`src/rtl/integ_dec_pkg.sv`:
```
package integ_dec_pkg;
  localparam int PIN_W = 3;

  typedef enum logic [2:0] {
    CMB_IDLE,
    CMB_PIX,
    CMB_DS,
    CMB_TS,
    CMB_XFER,
    CMB_OTHER
  } combo_e;

  typedef struct packed {
    logic pix;
    logic ds;
    logic ts;
    logic ft;
  } integ_evt_t;

  // Active-low pins: bit0 = pin 1, bit1 = pin 2, bit2 = pin 3
  function automatic combo_e classify(input logic [PIN_W-1:0] p);
    case (p)
      3'b111:  return CMB_IDLE;
      3'b110:  return CMB_PIX;
      3'b101:  return CMB_DS;
      3'b011:  return CMB_TS;
      3'b000:  return CMB_XFER;
      default: return CMB_OTHER;
    endcase
  endfunction
endpackage

```
`src/rtl/bit_sync.sv`:
```
module bit_sync #(
  parameter int   STAGES  = 2,
  parameter logic RST_VAL = 1'b0
) (
  input  logic clk,
  input  logic rst_n,
  input  logic d,
  output logic q
);
  logic [STAGES-1:0] chain;

  always_ff @(posedge clk or negedge rst_n) begin
    if (!rst_n) chain <= {STAGES{RST_VAL}};
    else        chain <= {chain[STAGES-2:0], d};
  end

  assign q = chain[STAGES-1];
endmodule

```
`src/rtl/combo_classify.sv`:
```
module combo_classify
  import integ_dec_pkg::*;
(
  input  logic [PIN_W-1:0] pins,
  output combo_e           cls
);
  always_comb cls = classify(pins);
endmodule

```
`src/rtl/evt_register.sv`:
```
module evt_register
  import integ_dec_pkg::*;
(
  input  logic       clk,
  input  logic       rst_n,
  input  combo_e     cls,
  input  logic       xfer_entry,
  input  logic       slave_on,
  input  logic       ndr_on,
  output integ_evt_t evt
);
  integ_evt_t nxt;
  logic       rst_ok;

  always_comb begin
    rst_ok  = slave_on && !ndr_on;
    nxt.pix = rst_ok && (cls == CMB_PIX);
    nxt.ds  = rst_ok && (cls == CMB_DS);
    nxt.ts  = rst_ok && (cls == CMB_TS);
    nxt.ft  = slave_on && xfer_entry;
  end

  always_ff @(posedge clk or negedge rst_n) begin
    if (!rst_n) evt <= '0;
    else        evt <= nxt;
  end
endmodule

```
`src/rtl/integ_pin_decoder.sv`:
```
module integ_pin_decoder
  import integ_dec_pkg::*;
#(
  parameter int SYNC_STAGES = 2
) (
  input  logic             clk,
  input  logic             rst_n,
  input  logic             slave_en,
  input  logic             ndr_en,
  input  logic [PIN_W-1:0] int_n,
  output logic             pix_rst,
  output logic             ds_rst,
  output logic             ts_rst,
  output logic             ft_start
);
  localparam int RAW_W = PIN_W + 2;
  localparam logic [RAW_W-1:0] RST_VEC = {2'b00, {PIN_W{1'b1}}};

  logic [RAW_W-1:0] raw_in, sync_out;
  logic [PIN_W-1:0] sync_pins;
  logic             sync_slave, sync_ndr;
  combo_e           cls;
  logic             prev_xfer, xfer_entry;
  integ_evt_t       evt;

  assign raw_in = {ndr_en, slave_en, int_n};

  for (genvar i = 0; i < RAW_W; i++) begin : g_sync
    bit_sync #(.STAGES(SYNC_STAGES), .RST_VAL(RST_VEC[i])) u_sync (
      .clk(clk), .rst_n(rst_n), .d(raw_in[i]), .q(sync_out[i])
    );
  end

  assign sync_pins  = sync_out[PIN_W-1:0];
  assign sync_slave = sync_out[PIN_W];
  assign sync_ndr   = sync_out[PIN_W+1];

  combo_classify u_cls (.pins(sync_pins), .cls(cls));

  always_ff @(posedge clk or negedge rst_n) begin
    if (!rst_n) prev_xfer <= 1'b0;
    else        prev_xfer <= (cls == CMB_XFER);
  end

  assign xfer_entry = (cls == CMB_XFER) && !prev_xfer;

  evt_register u_evt (
    .clk(clk), .rst_n(rst_n), .cls(cls), .xfer_entry(xfer_entry),
    .slave_on(sync_slave), .ndr_on(sync_ndr), .evt(evt)
  );

  assign pix_rst  = evt.pix;
  assign ds_rst   = evt.ds;
  assign ts_rst   = evt.ts;
  assign ft_start = evt.ft;
endmodule

```
`config.mk`:
```
export PLATFORM = sky130hd
export DESIGN_NAME = integ_pin_decoder
export DESIGN_NICKNAME = d
export VERILOG_FILES = /design/src/rtl/integ_dec_pkg.sv /design/src/rtl/bit_sync.sv /design/src/rtl/combo_classify.sv /design/src/rtl/evt_register.sv /design/src/rtl/integ_pin_decoder.sv
export SDC_FILE = /design/constraint.sdc
export NUM_CORES = 1
export LEC_CHECK = 0
export ABC_CLOCK_PERIOD_IN_PS = 2400
export BUFFER_PORTS_ARGS = -buffer_cell sky130_fd_sc_hd__buf_2
export CORE_AREA = 5 5 42 44
export DETAILED_ROUTE_END_ITERATION = 12
export DIE_AREA = 0 0 47 49
export PLACE_DENSITY = 0.65
export SETUP_SLACK_MARGIN = 0.05
export SLEW_MARGIN = 20
export SYNTH_ARGS = -nofsm -noshare
export SYNTH_HDL_FRONTEND = slang
export SYNTH_SLANG_ARGS = --single-unit
```
`constraint.sdc`:
```
create_clock -name clk -period 2.4 [get_ports clk]
set_clock_uncertainty 0.05 [all_clocks]
set_input_delay 0.12 -clock clk [delete_from_list [all_inputs] [get_ports clk]]
set_output_delay 0.12 -clock clk [all_outputs]
set_load 0.05 [all_outputs]
```
Word level (Yosys, flattened, before mapping)
Cells that the tools add are included.

Flip-flop bits (word level): 15. Input port bits: 7. Output and inout port bits: 4. Word-level logic and storage cells: 28.

Equal/unequal tests: 8. Multiplexer cells: 1. Reduce and logical (&&, ||, !) cells: 9.

Operators with widths (count): $pmux 3 s5 (1); $eq 3x3->1 const B (4); $eq 3x2->1 const B (3); $logic_and 1x1->1 (6); $eq 3x1->1 const B (1); $logic_not 3->1 (1); $logic_not 1->1 (2).

Longest topological paths before layout
Depth in word-level cells: 5. Gate-level depth with buffers: 5. Gate-level depth less buffers: 5.

By module
A second synthesis with hierarchy kept.

Cell total of the unflattened synthesis: 32. Area total of the unflattened synthesis: 529.3 µm².

By module, submodules not included: evt_register (times used 1, cells an instance 10, area an instance 160.2 µm²); bit_sync (g_sync[0].u_sync ...) (times used 3, cells an instance 2, area an instance 52.6 µm²); bit_sync (g_sync[3].u_sync ...) (times used 2, cells an instance 2, area an instance 50.0 µm²); combo_classify (times used 1, cells an instance 9, area an instance 63.8 µm²); integ_pin_decoder (times used 1, cells an instance 3, area an instance 47.5 µm²).

Worst setup path before layout
No wires, ideal clock.

Path kind: register to register. Start point: register g_sync[0].u_sync.chain[1]. End point: register u_evt.evt[1] (netlist name). Library setup time: 0.101 ns. Arrival: 1.656 ns. Required time: 2.249 ns. Path slack: 0.593 ns. Stages on the path, launching flop included: 6. Path buffers: 0. Period minus slack after synthesis: 1.807 ns. Cells stage by stage: dfstp_2 -> inv_1 -> fa_1 -> inv_1 -> or3_1 -> nor4_1.

RTL lines: start: declaration (RTL line bit_sync.sv:10) `logic [STAGES-1:0] chain;`; start signal: assignment (RTL line bit_sync.sv:13) `if (!rst_n) chain <= {STAGES{RST_VAL}};`; start signal: assignment (RTL line bit_sync.sv:14) `else chain <= {chain[STAGES-2:0], d};`.

==> metrics.txt <==
Static Leakage=0.314 nW; vias post-DR=294; wire length of the first global-routing pass=1350 µm; I/O Pins=11; result of the run=completed; DR WL met3=59 µm; met2 wire length=342 µm; post-layout utilization of the core=46.8%; worst-path maximum fanout=3; type of the tightest min-delay check=in -> async; max-slew violations=0; mean instance size in the synthesized netlist=16.1 µm²; DRC violation count after routing=0; number of antenna violations at the first check in global routing=0; root cell of the clock tree=sky130_fd_sc_hd__clkbuf_4; unrepaired setup endpoints after global routing=no; commonest non-fill, non-tap cells in the layout=sky130_fd_sc_hd__buf_2 (10), sky130_fd_sc_hd__dfrtp_1 (9), sky130_fd_sc_hd__dfstp_2 (6), sky130_fd_sc_hd__dlygate4sd3_1 (6), sky130_fd_sc_hd__inv_1 (4); count of antenna-violating nets left after detailed routing=0; DRC marker count from the first detailed-route iteration=3; clock buffer count from CTS=3; Bufs on Longest Clock Path=2; sum of net half-perimeters after detailed placement=483 µm; highest signal layer in the routed design=met3; core box area=0.00140 mm²; routability cong.=0.732; combined flip-flop and latch cell area=383 µm²; Port Buffer Count=10; startpoint kind of the worst setup timing path=flop; syn_nets=39; sequential share of the synthesized area=76.7%; peak per-stage delay on the critical path=550 ps; wirelength, routed=720 µm; Final Critical Period=1900 ps; Resized Gates After CTS=0; Seq cells post-synth=15; final period utilization=79.4%; post-CTS clock slew at the launch and capture registers of the worst setup and hold paths=80 ps; die area=0.00230 mm²; vias in the first global route=335; most prevalent standard cell on the critical path=sky130_fd_sc_hd__inv_1; WP data required=2530 ps; metal1 wirelength=318 µm; total setup violations reported at the end of the flow=0; instance count after placement with tap cells included=57; CTS tree=built; slew at the pin closest to its max-slew limit=327 ps; Max H-tree Level=1; Rows=14; diode insertion count for antenna repair=0; Yosys warning total=0; number of detailed-route iterations in the first pass=2; category of the critical setup timing path=reg -> reg; number of nets in the layout=60; worst slew margin relative to its limit=78.2%; overall die height=49 µm; crit end category=flop; top-area cell type share of the netlist area=45.1%; worst supply voltage drop on vdd=0.413 mV; main area contributors after synthesis=sky130_fd_sc_hd__dfrtp_1 (45%), sky130_fd_sc_hd__dfstp_2 (32%), sky130_fd_sc_hd__fa_1 (4.0%), sky130_fd_sc_hd__inv_1 (3.0%), sky130_fd_sc_hd__and4bb_1 (2.5%); initial cell density of the core=35.6%; PwrDens=689 mW/mm²; post-synth design cell area=499 µm²; Total Negative Setup Slacks=0 ps; area leader, netlist=sky130_fd_sc_hd__dfrtp_1; area of combinational cells with multiple inputs=101 µm²; FMAX=525 MHz; Hold Fails Final Rpt=0; non-filler cells in the finished layout=67; worst-path cell with the longest stage delay=sky130_fd_sc_hd__dfstp_2; Distinct cells, synth=14; arrival time at the worst endpoint=2030 ps; sinks on the clock net=15; count of fill cells added during filler insertion=141; Clock Latency Late Sink=270 ps; most common library cell in the layout ignoring fill and taps=sky130_fd_sc_hd__buf_2; drt wl/cell=10.7 µm; reported max-cap violation count=0; Layout area overhead=31.3%; fraction of final layout cells with drive strength greater than 1=39.2%; via/cell ratio=4.39; maximum number of pins on one net before global-route repair=16; width of the die=47 µm; critical-path cell list=inv_1, fa_1, inv_1, or3_1, nor4_1; overall track demand over capacity in global routing=8.47%; count of mapped cells out of synthesis=31; total global routing overflow=0
## critical path, delay by kind of cell (launching register included)
family        cells  cell delay, ps
buf+inv           2             140
fa+ha+maj         1             540
simple gates      2             540
flops             1             550
## per-layer routing
metal  track usage [%]  up-vias
li1                  -      141
met1              9.58      142
met2              12.7       11
met3              3.32        0
met4              5.53        0
met5                 0        -
## cells in the mapped netlist
master,n
sky130_fd_sc_hd__dfrtp_1,9
sky130_fd_sc_hd__a21oi_1,1
sky130_fd_sc_hd__nor2b_1,1
sky130_fd_sc_hd__nand2b_1,1
sky130_fd_sc_hd__and4bb_1,1
sky130_fd_sc_hd__fa_1,1
sky130_fd_sc_hd__maj3_2,1
sky130_fd_sc_hd__inv_1,4
sky130_fd_sc_hd__nor4b_1,1
sky130_fd_sc_hd__or3_1,1
sky130_fd_sc_hd__nand3_1,1
sky130_fd_sc_hd__dfstp_2,6
sky130_fd_sc_hd__nor4_1,2
sky130_fd_sc_hd__o21a_1,1
## power by group
part,internal (mW),leakage [nW],switching (mW)
sequential,0.269,0.178,0.00562
clock,0.0644,0.0150,0.0696
combinational,0.0202,0.121,0.0234
## cell families (layout without fill, tap and decap cells)
kind of cell / count (synthesis) / count (layout) / share of synthesized area (%)
AO/OA/AOI/OAI: 2 / 2 / 2.51
adder cells (fa/ha/maj): 2 / 2 / 6.27
buffers and inverters: 4 / 24 / 3.01
flip-flops: 15 / 15 / 76.7
AND/OR/NAND/NOR: 8 / 8 / 11.5
## repair_timing
item	in CTS	in global routing
hold buffers	6	0
hold endpoints to repair	20	0
setup buffers	0	0
## path summary, 6_finish.rpt
check / from / to / slack [ps] / depth (start not counted)
worst max register to register: g_sync[0].u_sync.chain[1] / u_evt.evt[1] / 500 / 5
worst max-delay path: g_sync[0].u_sync.chain[1] / u_evt.evt[1] / 500 / 5
worst min register to register: g_sync[3].u_sync.chain[0] / g_sync[3].u_sync.chain[1] / 310 / 0
min in group clk: g_sync[3].u_sync.chain[0] / g_sync[3].u_sync.chain[1] / 310 / 0
worst min-delay path: rst_n / g_sync[4].u_sync.chain[0] / 220 / 2
max in group asynchronous: rst_n / g_sync[1].u_sync.chain[0] / 1780 / 2
## flip-flops by register name (all words and copies together) (netlist names)
register / flops
u_evt.evt: 4
g_sync.u_sync.chain: 10
prev_xfer: 1
## layout make-up
cell class	count	share of cell area, %
timing repair buffer	16	16.8
multi-input combinational	12	15.5
sequential	15	58.4
inverter	4	2.29
tap	16	3.05
clock buffer	4	4.01
## metrics by stage
step	total power, mW	hold slack, ps	worst slack, ps	instance area, µm²
6_report	0.452	221	495	656
5_1_grt	0.483	242	378	656
4_1_cts	0.464	212	474	656
3_5_place_dp	0.316	-14.8	494	569
3_3_place_gp	0.314	-21.7	533	569
2_1_floorplan	0.300	-226	593	499
Note: power is estimated with default switching activity, not from simulation.
